===== src/rtl/svm_seq_pkg.sv =====
package svm_seq_pkg;

   localparam int NSEG = 5;
   localparam int NTMR = 4;

   typedef enum logic [2:0] {
      SG_AM = 3'd0,
      SG_BM = 3'd1,
      SG_BN = 3'd2,
      SG_AN = 3'd3,
      SG_Z  = 3'd4
   } seg_e;

   typedef logic [3*NSEG-1:0] ord_t;

   localparam logic [2:0] MD_BASIC  = 3'd0;
   localparam logic [2:0] MD_ZFIRST = 3'd1;
   localparam logic [2:0] MD_ZMID   = 3'd2;
   localparam logic [2:0] MD_MIRROR = 3'd3;

   // slot 0 sits in the low three bits
   function automatic ord_t pack5(seg_e s0, seg_e s1, seg_e s2, seg_e s3, seg_e s4);
      return {s4, s3, s2, s1, s0};
   endfunction

   // even sector sum gives 1
   function automatic logic sector_parity(logic [2:0] sv, logic [2:0] sc);
      return ~(sv[0] ^ sc[0]);
   endfunction

   function automatic ord_t pick_order(logic [2:0] md, logic pa, logic odd);
      ord_t r;
      case (md)
         MD_ZFIRST: r = pa ? pack5(SG_Z, SG_AM, SG_BM, SG_BN, SG_AN)
                           : pack5(SG_Z, SG_BM, SG_AM, SG_AN, SG_BN);
         MD_ZMID:   r = pa ? pack5(SG_BM, SG_AM, SG_Z, SG_AN, SG_BN)
                           : pack5(SG_AM, SG_BM, SG_Z, SG_BN, SG_AN);
         MD_MIRROR: begin
            if (odd)
               r = pa ? pack5(SG_Z, SG_AN, SG_BN, SG_BM, SG_AM)
                      : pack5(SG_Z, SG_BN, SG_AN, SG_AM, SG_BM);
            else
               r = pa ? pack5(SG_AM, SG_BM, SG_BN, SG_AN, SG_Z)
                      : pack5(SG_BM, SG_AM, SG_AN, SG_BN, SG_Z);
         end
         default:   r = pa ? pack5(SG_AM, SG_BM, SG_BN, SG_AN, SG_Z)
                           : pack5(SG_BM, SG_AM, SG_AN, SG_BN, SG_Z);
      endcase
      return r;
   endfunction

endpackage


===== src/rtl/svm_seq_plan.sv =====
module svm_seq_plan
   import svm_seq_pkg::*;
#(
   parameter int W  = 12,
   parameter int CW = W + 3
) (
   input  logic [W-1:0]             dw_am,
   input  logic [W-1:0]             dw_bm,
   input  logic [W-1:0]             dw_bn,
   input  logic [W-1:0]             dw_an,
   input  logic [W-1:0]             dw_z,
   input  ord_t                     ord,
   output logic [NTMR-1:0][CW-1:0]  thr,
   output logic [CW-1:0]            total
);

   function automatic logic [CW-1:0] dwell_of(logic [2:0] code);
      logic [W-1:0] v;
      case (code)
         3'd0:    v = dw_am;
         3'd1:    v = dw_bm;
         3'd2:    v = dw_bn;
         3'd3:    v = dw_an;
         default: v = dw_z;
      endcase
      return CW'(v);
   endfunction

   always_comb begin
      logic [CW-1:0] acc;
      acc = '0;
      for (int k = 0; k < NTMR; k++) begin
         acc    = acc + dwell_of(ord[3*k +: 3]);
         thr[k] = acc;
      end
      total = acc + dwell_of(ord[3*NTMR +: 3]);
   end

endmodule


===== src/rtl/svm_seq_cmp.sv =====
module svm_seq_cmp #(
   parameter int CW = 15
) (
   input  logic          en,
   input  logic [CW-1:0] cnt,
   input  logic [CW-1:0] thr,
   output logic          hit
);

   assign hit = en && (cnt >= thr);

endmodule


===== src/rtl/svm_seq_dec.sv =====
module svm_seq_dec
   import svm_seq_pkg::*;
(
   input  logic            run,
   input  logic [NTMR-1:0] st,
   input  ord_t            ord,
   output logic [NSEG-1:0] flags
);

   logic [2:0] seg;

   always_comb begin
      case ({st[3], st[2], st[1], st[0]})
         4'b0000: seg = ord[2:0];
         4'b0001: seg = ord[5:3];
         4'b0011: seg = ord[8:6];
         4'b0111: seg = ord[11:9];
         default: seg = ord[14:12];
      endcase
      if (run)
         flags = NSEG'(1) << seg;
      else
         flags = NSEG'(1) << SG_Z;
   end

endmodule


===== src/rtl/svm_seg_seq.sv =====
module svm_seg_seq
   import svm_seq_pkg::*;
#(
   parameter int W = 12
) (
   input  logic          clk,
   input  logic          rst_n,
   input  logic          start_i,
   input  logic [W-1:0]  dw_am_i,
   input  logic [W-1:0]  dw_bm_i,
   input  logic [W-1:0]  dw_bn_i,
   input  logic [W-1:0]  dw_an_i,
   input  logic [W-1:0]  dw_z_i,
   input  logic [2:0]    sec_v_i,
   input  logic [2:0]    sec_c_i,
   input  logic [2:0]    mode_i,
   output logic [3:0]    st_o,
   output logic          p_am_o,
   output logic          p_bm_o,
   output logic          p_bn_o,
   output logic          p_an_o,
   output logic          p_z_o,
   output logic          run_o
);

   localparam int CW = W + 3;

   if (W < 2 || W > 28) begin : g_bad_width
      $error("svm_seg_seq: W must lie in 2..28");
   end

   ord_t                    ord_n, ord_q;
   logic [NTMR-1:0][CW-1:0] thr_n, thr_q;
   logic [CW-1:0]           tot_n, tot_q, cnt_q;
   logic                    run_q, ph_q;
   logic [NTMR-1:0]         st;
   logic [NSEG-1:0]         flags;

   assign ord_n = pick_order(mode_i, sector_parity(sec_v_i, sec_c_i), ph_q);

   svm_seq_plan #(.W(W), .CW(CW)) u_plan (
      .dw_am (dw_am_i),
      .dw_bm (dw_bm_i),
      .dw_bn (dw_bn_i),
      .dw_an (dw_an_i),
      .dw_z  (dw_z_i),
      .ord   (ord_n),
      .thr   (thr_n),
      .total (tot_n)
   );

   always_ff @(posedge clk) begin
      if (!rst_n) begin
         ord_q <= pack5(SG_AM, SG_BM, SG_BN, SG_AN, SG_Z);
         thr_q <= '0;
         tot_q <= '0;
         cnt_q <= '0;
         run_q <= 1'b0;
         ph_q  <= 1'b0;
      end else if (start_i) begin
         ord_q <= ord_n;
         thr_q <= thr_n;
         tot_q <= tot_n;
         cnt_q <= '0;
         run_q <= (tot_n != '0);
         ph_q  <= ~ph_q;
      end else if (run_q) begin
         if (cnt_q == tot_q - CW'(1))
            run_q <= 1'b0;
         else
            cnt_q <= cnt_q + CW'(1);
      end
   end

   for (genvar k = 0; k < NTMR; k++) begin : g_tmr
      svm_seq_cmp #(.CW(CW)) u_cmp (
         .en  (run_q),
         .cnt (cnt_q),
         .thr (thr_q[k]),
         .hit (st[k])
      );
   end

   svm_seq_dec u_dec (
      .run   (run_q),
      .st    (st),
      .ord   (ord_q),
      .flags (flags)
   );

   assign st_o   = st;
   assign p_am_o = flags[SG_AM];
   assign p_bm_o = flags[SG_BM];
   assign p_bn_o = flags[SG_BN];
   assign p_an_o = flags[SG_AN];
   assign p_z_o  = flags[SG_Z];
   assign run_o  = run_q;

endmodule


===== config.mk =====
export PLATFORM = sky130hd
export DESIGN_NAME = svm_seg_seq
export DESIGN_NICKNAME = d
export VERILOG_FILES = /design/src/rtl/svm_seq_pkg.sv /design/src/rtl/svm_seq_plan.sv /design/src/rtl/svm_seq_cmp.sv /design/src/rtl/svm_seq_dec.sv /design/src/rtl/svm_seg_seq.sv
export SDC_FILE = /design/constraint.sdc
export NUM_CORES = 1
export LEC_CHECK = 0
export ABC_AREA = 1
export BUFFER_PORTS_ARGS = -buffer_cell sky130_fd_sc_hd__buf_4
export CAP_MARGIN = 40
export CELL_PAD_IN_SITES_DETAIL_PLACEMENT = 0
export CELL_PAD_IN_SITES_GLOBAL_PLACEMENT = 1
export CORE_ASPECT_RATIO = 1.1
export CORE_MARGIN = 2
export CORE_UTILIZATION = 25
export CTS_CLUSTER_SIZE = 30
export DETAILED_ROUTE_END_ITERATION = 8
export PLACE_DENSITY_LB_ADDON = 0.12
export SLEW_MARGIN = 10
export SYNTH_ARGS = -nofsm -noshare
export SYNTH_HDL_FRONTEND = slang
export SYNTH_SLANG_ARGS = --single-unit

===== constraint.sdc =====
create_clock -name clk -period 7.95 [get_ports clk]
set_input_delay 1.59 -clock clk [delete_from_list [all_inputs] [get_ports clk]]
set_output_delay 1.59 -clock clk [all_outputs]
set_load 0.01 [all_outputs]

==> results of run 1 <==
==> cells by family (layout without fill, tap and decap cells) <==
group / after synthesis / count (layout) / synth area share
fa+ha+maj: 108 / 108 / 0.1403
compound gates: 317 / 317 / 0.1990
simple gates: 669 / 669 / 0.2890
xor+xnor: 64 / 64 / 0.05693
flops: 98 / 98 / 0.1993
buf+inv: 289 / 516 / 0.1155
==> area by class of cell <==
class / count / area share
inverters: 245 / 0.07258
flip-flops and latches: 98 / 0.1544
clock buffers: 9 / 0.01773
multi-input cells: 1158 / 0.5448
repair buffers: 255 / 0.1542
well taps: 507 / 0.04993
clock inverters: 7 / 0.006401
==> state kept, by name, indices dropped and copies added, names as in the netlist <==
signal and count:
tot_q 15, ph_q 1, ord_q 12, thr_q 54
run_o 1, cnt_q 15
==> path summary, 6_finish.rpt <==
kind	from	endpoint	slack (ns)
max	mode_i[2]	run_o	0.63
min	ord_q[8]	ord_q[8]	0.48
max reg2reg	ph_q	run_o	1.82
min reg2reg	ord_q[8]	ord_q[8]	0.48
==> through the flow <==
step	cell area (µm²)	worst slack [ns]
after floorplan	9846	0.7997
after global placement	12150	-0.3012
after detailed placement	12200	-0.3267
after CTS	12510	0.06696
after global routing	12710	-0.001303
final	12710	0.6346
==> where the power goes <==
| group | switching [mW] | internal (mW) | total (mW) |
|---|---|---|---|
| combinational | 2.77 | 2.51 | 5.28 |
| clock | 0.230 | 0.250 | 0.479 |
| sequential | 0.0445 | 0.599 | 0.644 |
| total | 3.04 | 3.36 | 6.40 |
==> worst min-delay path, cell delays in order, from the launching register on <==
cell     delay (ns)
dfxtp_1        0.34
nand2_1        0.05
o21ai_0        0.05
==> what timing repair did <==
| item | in CTS | in global routing |
|---|---|---|
| setup endpoints to repair | 0 | 7 |
| resized for setup | 0 | 36 |
| buffers inserted | 0 | 3 |
| hold endpoints to repair | 0 | 0 |
==> routing by layer <==
layer	share of wire	vias up	routed length, µm
li1	-	5572	-
met1	0.44	4984	18340
met2	0.50	233	20640
met3	0.034	45	1429
met4	0.025	4	1042
met5	0.00053	-	22
==> layout by cell type, fill, tap and decap left out, types with 4 or more instances in the layout <==
cell / Yosys / routed
a21o_1: 5 / 5
a21oi_1: 83 / 76
a21oi_2: 10 / 16
a221o_1: 4 / 4
a221oi_1: 14 / 10
a221oi_2: 0 / 4
a22o_1: 8 / 8
a31oi_1: 5 / 4
buf_4: 5 / 252
clkbuf_16: 0 / 9
dfxtp_1: 98 / 98
fa_1: 4 / 4
ha_1: 104 / 104
inv_1: 239 / 237
inv_2: 4 / 6
inv_6: 0 / 4
nand2_1: 370 / 369
nand2_2: 18 / 19
nand3_1: 79 / 74
nand3_2: 2 / 7
nand3b_1: 7 / 7
nand4_1: 23 / 23
nor2_1: 136 / 132
nor2_2: 9 / 13
nor3_1: 13 / 12
o2111ai_1: 15 / 12
o21ai_0: 86 / 84
o21bai_1: 4 / 4
o221ai_1: 4 / 4
o22ai_1: 63 / 63
o32ai_1: 5 / 5
xnor2_1: 22 / 19
xor2_1: 42 / 39
==> metrics.txt, run 1 <==
status=completed; most numerous cell in the Yosys netlist=nand2_1; Diodes inserted=0; cell taking the most area after synthesis=dfxtp_1; clock latency on the worst-skew pair=0.38 ns; DR WL/cell=18.20 µm; Routed WL=41.47 mm; largest net degree at the start of global routing=44; Worst path depth=39; # IOs=82; Post-synth EDFFs=0; Starting DRT DRC Count=552; Least-Margin Pin Slew=0.7448 ns; Antenna Nets Post-Route=0; clk buf depth=2; root buffer cell=clkbuf_16; vias in the first global route=10425; GRT met3 Usage=0.02395; GRT Overall Usage=0.2012; Die Area=0.04099 mm²; CTS tree=yes; Seq/Total Area, Yosys=0.1993; hold slack=0.4806 ns; total number of vias=10838; Bufs and invs on worst path=9; Min-Delay Path Class=reg2reg; Routability Congestion=0.8794; Worst Setup End Kind=flop; Hold Fails Final Rpt=0; Max Fanout on Critical Path=8; Placed Cells incl. Taps=2260; Reg2Reg Depth=39; CP arrival=7.58 ns; Startpoint Class=input pin; DRT Pass-1 Iters=5; DRC violations left=0; crit path time final=7.315 ns; slowest stage delay, CP=0.40 ns; Synthesized Nets=1725; # rows=76; Yosys reg bits=98; Core Util, Final=0.3259; DPL Wire Length=34.57 mm; Post-Syn Area=0.009846 mm²; Crit path max-delay family=compound AO/OA/AOI/OAI gates; synth top area cells=dfxtp_1 (20%), nand2_1 (14%), ha_1 (13%), inv_1 (9.1%), nor2_1 (5.2%); met2 Use GR=0.3685; total congestion overflow=0; VDD IR max=0.2102 mV; CTS HTree Levels=3; DIE HEIGHT=212.1 µm; top cell type's share of synthesized area=0.1993; Clock Pin Slew Worst Setup and Hold Paths=0.07 ns; power per cell area=503.6 mW/mm²; Core Box Area=0.03899 mm²; Worst Skew=0.006907 ns; Mapped Avg Cell Area=6.373 µm²; Via density=4.756; most common library cells after synthesis=nand2_1 (370), inv_1 (239), nor2_1 (136); Num CTS Buffers=9; nets=1947; hold path cells=2; multi-input logic area=0.006922 mm²; Reg area=0.001962 mm²; Most common cell on crit path=inv_1; total power=6.399 mW; Non-Filler Instances=2279; gr busiest metal=met2; Final Max Slew Viols=0; Main synth FF type=dfxtp_1; setup TNS=0 ns; setup violators final=0; f_max=136.7 MHz; Starting Density=0.2525; initial antenna violation count=2; Gate Count Post-Synth=1545; CP max-delay cell=a221oi_2; ratio of cells with drive above 1 in the final layout=0.2032; static leakage=6.302 nW; post-synth cell types=53; cts hold-fix bufs=0; Required @ worst endpoint=8.21 ns; global-route wire length before repair=62.02 mm; max_cap viols=0; period utilisation layout=0.9202; GR Util met1=0.2443; Crit Path Category=in2reg; IO Port Bufs=77; number of synthesis warnings=0; Syn-to-layout area delta=29.05%; clk sinks=98; fillers=4393; Synth async-reset ratio=0; Die X=193.2 µm; Relative slew margins=0.4982
Note: power is estimated with default switching activity, not from simulation.
==> run 2: changes to the inputs <==
==> constraint.sdc (replaced) <==
create_clock -name clk -period 9.4 [get_ports clk]
set_input_delay 1.88 -clock clk [delete_from_list [all_inputs] [get_ports clk]]
set_output_delay 1.88 -clock clk [all_outputs]
set_load 0.01 [all_outputs]
==> run 2 against run 1 <==
Core utilization decreased by 3.3 points. Highest routed layer unchanged. Sequential share of layout area increased by 1.8 points. Die area unchanged. Wire length decreased by 0.62%.
==> metrics.txt, run 2 (synthesized netlist as in run 1, its figures left out) <==
Clock power frac=0.100; total congestion overflow=0; most common cell after layout, fill and taps aside=nand2_1; Worst path depth=41; Min-Delay Path Class=reg2reg; Sw Pwr=2.297 mW; Die X=193.2 µm; Startpoint Class=input pin; fillers=4457; root buffer cell=clkbuf_16; Via density=4.824; f_max=117.3 MHz; max_cap viols=0; cts hold-fix bufs=0; total number of vias=10280; Crit path max-delay family=compound AO/OA/AOI/OAI gates; Max Fanout on Critical Path=5; Worst Skew=0.01016 ns; ratio of cells with drive above 1 in the final layout=0.1102; clock latency on the worst-skew pair=0.38 ns; largest net degree at the start of global routing=52; Reg2Reg Depth=38; CP arrival=8.80 ns; Relative slew margins=0.4953; DR WL/cell=19.34 µm; clk sinks=98; crit path time final=8.527 ns; final instance area=0.01141 mm²; slowest stage delay, CP=0.41 ns; Crit Path Category=in2reg; DRC violations left=0; period utilisation layout=0.9071; Clock Pin Slew Worst Setup and Hold Paths=0.07 ns; Core Util, Final=0.2927; hold path cells=2; Diodes inserted=0; dpl cell area=0.01110 mm²; DIE HEIGHT=212.1 µm; Required @ worst endpoint=9.67 ns; Bufs and invs on worst path=8; DPL Wire Length=33.48 mm; power per cell area=362.3 mW/mm²; vias in the first global route=10091; Most common cell on crit path=nand2_1; Num CTS Buffers=9; Core Box Area=0.03899 mm²; IO Port Bufs=77; Routability Congestion=0.8696; VDD IR max=0.2058 mV; Top reg by flops=thr_q; DRT Pass-1 Iters=5; CTS tree=yes; Pint=1.836 mW; status=completed; # IOs=82; initial antenna violation count=1; post_cts resized=0; Worst Setup End Kind=flop; nets=1799; top flop regs=thr_q x54, cnt_q x15, tot_q x15; most frequent cells in the layout=nand2_1 (370), inv_1 (237), nor2_1 (136); Starting DRT DRC Count=532; clk buf depth=2; GRT Overall Usage=0.2015; sequential share of power=0.132; Starting Density=0.2525; setup violators final=0; static leakage=5.525 nW; unrepaired setup endpoints after global routing=false; Least-Margin Pin Slew=0.7491 ns; Final Max Slew Viols=0; Syn-to-layout area delta=15.89%; Hold Fails Final Rpt=0; # rows=76; global-route wire length before repair=62.03 mm; Antenna Nets Post-Route=0; setup TNS=0 ns; switching share of power=0.5557; # Post-CTS Setup Buffers=0; CP max-delay cell=fa_1; Combinational Power Share=0.768; Routed WL=41.22 mm; CTS HTree Levels=3; max reg flops=54; Die Area=0.04099 mm²
-- run 2: power by group through the flow --
stage / Clock (mW) / Combinational, mW / Sequential [mW]
2_1_floorplan: 0 / 2.35 / 0.545
3_3_place_gp: 0 / 3.21 / 0.554
3_5_place_dp: 0 / 3.20 / 0.555
4_1_cts: 0.428 / 3.21 / 0.545
5_1_grt: 0.441 / 3.65 / 0.554
6_report: 0.412 / 3.18 / 0.545
-- run 2: path summary, 6_finish.rpt --
path,start,endpoint,slack (ns)
worst max-delay path,mode_i[2],run_o,0.87
worst min-delay path,ord_q[8],ord_q[8],0.48
worst max register to register,ph_q,run_o,2.36
worst min register to register,ord_q[8],ord_q[8],0.48
-- run 2: metrics by stage --
step / power, mW / setup slack (ns) / instances / hold slack, ns
global placement: 3.760 / 0.3959 / 2113 / 0.4520
CTS: 4.186 / 0.8200 / 2131 / 0.4776
floorplan: 2.895 / 1.960 / 1545 / 0.4286
finish: 4.133 / 0.8728 / 2131 / 0.4776
global route: 4.642 / 0.1664 / 2131 / 0.5053
detailed placement: 3.752 / 0.4349 / 2115 / 0.4587
-- run 2: per-layer routing --
| metal | up-vias | global-route usage | part of all wire |
|---|---|---|---|
| met4 | 2 | 0.05607 | 0.019 |
| met5 | - | 0 | 0.00032 |
| met2 | 193 | 0.3671 | 0.49 |
| met3 | 44 | 0.01824 | 0.025 |
| li1 | 5272 | - | - |
| met1 | 4769 | 0.2529 | 0.46 |
-- run 2: layout make-up --
cell class,instances,area [µm²],area share
Clock buffer,10,239.0,0.02095
Clock inverter,6,70.07,0.006141
Inverter,245,922.1,0.08082
Multi-Input combinational cell,1158,6746,0.5913
Sequential cell,98,1962,0.1719
Tap cell,507,634.4,0.05560
Timing Repair Buffer,107,835.8,0.07325
-- run 2: worst min-delay path: cells and delay by family (launching register included) --
kind | cells | cell delay [ns]
AO/OA/AOI/OAI | 1 | 0.06
flip-flops | 1 | 0.34
AND/OR/NAND/NOR | 1 | 0.05
==> run 3: changes to the inputs <==
--- a/config.mk
+++ b/config.mk
@@ -6,7 +6,7 @@
 export NUM_CORES = 1
 export LEC_CHECK = 0
 export ABC_AREA = 1
-export BUFFER_PORTS_ARGS = -buffer_cell sky130_fd_sc_hd__buf_4
+export BUFFER_PORTS_ARGS = -buffer_cell sky130_fd_sc_hd__buf_2
 export CAP_MARGIN = 40
 export CELL_PAD_IN_SITES_DETAIL_PLACEMENT = 0
 export CELL_PAD_IN_SITES_GLOBAL_PLACEMENT = 1
@@ -15,7 +15,7 @@
 export CORE_UTILIZATION = 25
 export CTS_CLUSTER_SIZE = 30
 export DETAILED_ROUTE_END_ITERATION = 8
-export PLACE_DENSITY_LB_ADDON = 0.12
+export PLACE_DENSITY_LB_ADDON = 0.1
 export SLEW_MARGIN = 10
 export SYNTH_ARGS = -nofsm -noshare
 export SYNTH_HDL_FRONTEND = slang
==> run 3 against run 2 <==
Sequential cell count stayed put. Maximum frequency is 0.38% higher. Combinational power hardly changed. Core utilization is 0.59 points lower. Worst hold slack better by 0.0014 ns. Wire length hardly changed. Largest power group unchanged. Critical path depth is 4 higher. Largest cell class unchanged. Design area is 2.0% lower.
==> metrics.txt, run 3 (synthesized netlist as in run 1, its figures left out) <==
status=completed; Sw Pwr=2.274 mW; crit path time final=8.495 ns; Core Util, Final=0.2868; WL met1=18.32 mm; Via density=4.809; root buffer cell=clkbuf_16; Core Box Area=0.03899 mm²; CP max-delay cell=a221oi_1; total number of vias=10244; sequential share of power=0.133; unrepaired setup endpoints after global routing=false; Routed WL=41.21 mm; Max Used Layer=met5; DR WL/cell=19.35 µm; Startpoint Class=input pin; cts hold-fix bufs=0; Starting Density=0.2525; multi-input logic area=0.006746 mm²; Pint=1.803 mW; Die X=193.2 µm; period utilisation layout=0.9037; most frequent cells in the layout=nand2_1 (370), inv_1 (237), nor2_1 (136); Top reg by flops=thr_q; CTS tree=yes; DIE HEIGHT=212.1 µm; Required @ worst endpoint=9.67 ns; # Post-CTS Setup Buffers=0; fillers=4509; clock latency on the worst-skew pair=0.38 ns; setup TNS=0 ns; top flop regs=thr_q x54, cnt_q x15, tot_q x15; Num CTS Buffers=9; Routability Congestion=0.8474; Hold Fails Final Rpt=0; CTS HTree Levels=3; Most common cell on crit path=nand2_1; total power=4.077 mW; Worst Skew=0.008768 ns; largest net degree at the start of global routing=51; initial antenna violation count=3; Die Area=0.04099 mm²; Clock Pin Slew Worst Setup and Hold Paths=0.08 ns; GRT Overall Usage=0.2009; # IOs=82; switching share of power=0.5577; Relative slew margins=0.4419; Max Fanout on Critical Path=6; Starting DRT DRC Count=491; Syn-to-layout area delta=13.56%; DRC violations left=0; most common cell after layout, fill and taps aside=nand2_1; global-route wire length before repair=61.60 mm; Combinational Power Share=0.772; Reg area=0.001962 mm²; clk buf depth=2; Final Max Slew Viols=0; setup violators final=0; Antenna Nets Post-Route=0; Crit Path Category=in2reg; static leakage=5.440 nW; Min-Delay Path Class=reg2reg; slowest stage delay, CP=0.44 ns; # rows=76; clk sinks=98; DPL Wire Length=33.79 mm; max_cap viols=0; DR WL met3=1.705 mm; power per cell area=364.6 mW/mm²; ratio of cells with drive above 1 in the final layout=0.1085; nets=1797; max reg flops=54; Least-Margin Pin Slew=0.8340 ns; Worst Setup End Kind=flop; VDD IR max=0.1529 mV; IO Port Bufs=77; Clock power frac=0.095; total congestion overflow=0; DRT Pass-1 Iters=5; CP arrival=8.77 ns; routed wl met2=20.31 mm; vias in the first global route=10225; post_cts resized=0; f_max=117.7 MHz
==> run 3: cell type report <==
cell class / count / share of cell area
multi-input cells: 1158 / 0.6034
flip-flops and latches: 98 / 0.1755
inverters: 245 / 0.08248
well taps: 507 / 0.05674
repair buffers: 105 / 0.05618
clock buffers: 10 / 0.02048
clock inverters: 6 / 0.005036
diodes: 1 / 0.0002238
==> run 3: critical path, delay by kind of cell <==
kind | cells | cell delay [ns]
fa+ha+maj | 4 | 1.44
simple gates | 21 | 2.15
buf+inv | 9 | 0.85
compound gates | 8 | 1.85
xor+xnor | 3 | 0.56
==> run 3: power groups by stage <==
stage          logic (mW)  registers (mW)  clock network [mW]
6_report             3.15           0.544               0.386
5_1_grt              3.58           0.553               0.412
4_1_cts              3.20           0.545               0.401
3_5_place_dp         3.19           0.554                   0
3_3_place_gp         3.19           0.553                   0
2_1_floorplan        2.35           0.545                   0
==> run 3: path summary, 6_finish.rpt <==
| path | start | endpoint | slack (ns) | cells after the start |
|---|---|---|---|---|
| max | mode_i[2] | run_o | 0.91 | 45 |
| min | thr_q[31] | thr_q[31] | 0.48 | 2 |
| max reg2reg | ph_q | run_o | 2.36 | 42 |
| min reg2reg | thr_q[31] | thr_q[31] | 0.48 | 2 |
==> run 3: routing by layer <==
metal,up-vias,GRT usage
met2,224,0.3635
met4,4,0.06396
met3,38,0.02602
met5,-,0
li1,5267,-
met1,4711,0.2465
==> run 3: through the flow <==
| stage | setup slack (ns) | cell area, µm² | std cells | hold WS [ns] |
|---|---|---|---|---|
| floorplan | 1.960 | 9846 | 1545 | 0.4286 |
| global placement | 0.5021 | 10850 | 2111 | 0.4559 |
| detailed placement | 0.5379 | 10890 | 2113 | 0.4646 |
| CTS | 0.9008 | 11180 | 2129 | 0.4847 |
| global route | 0.2302 | 11180 | 2129 | 0.5051 |
| finish | 0.9054 | 11180 | 2130 | 0.4790 |
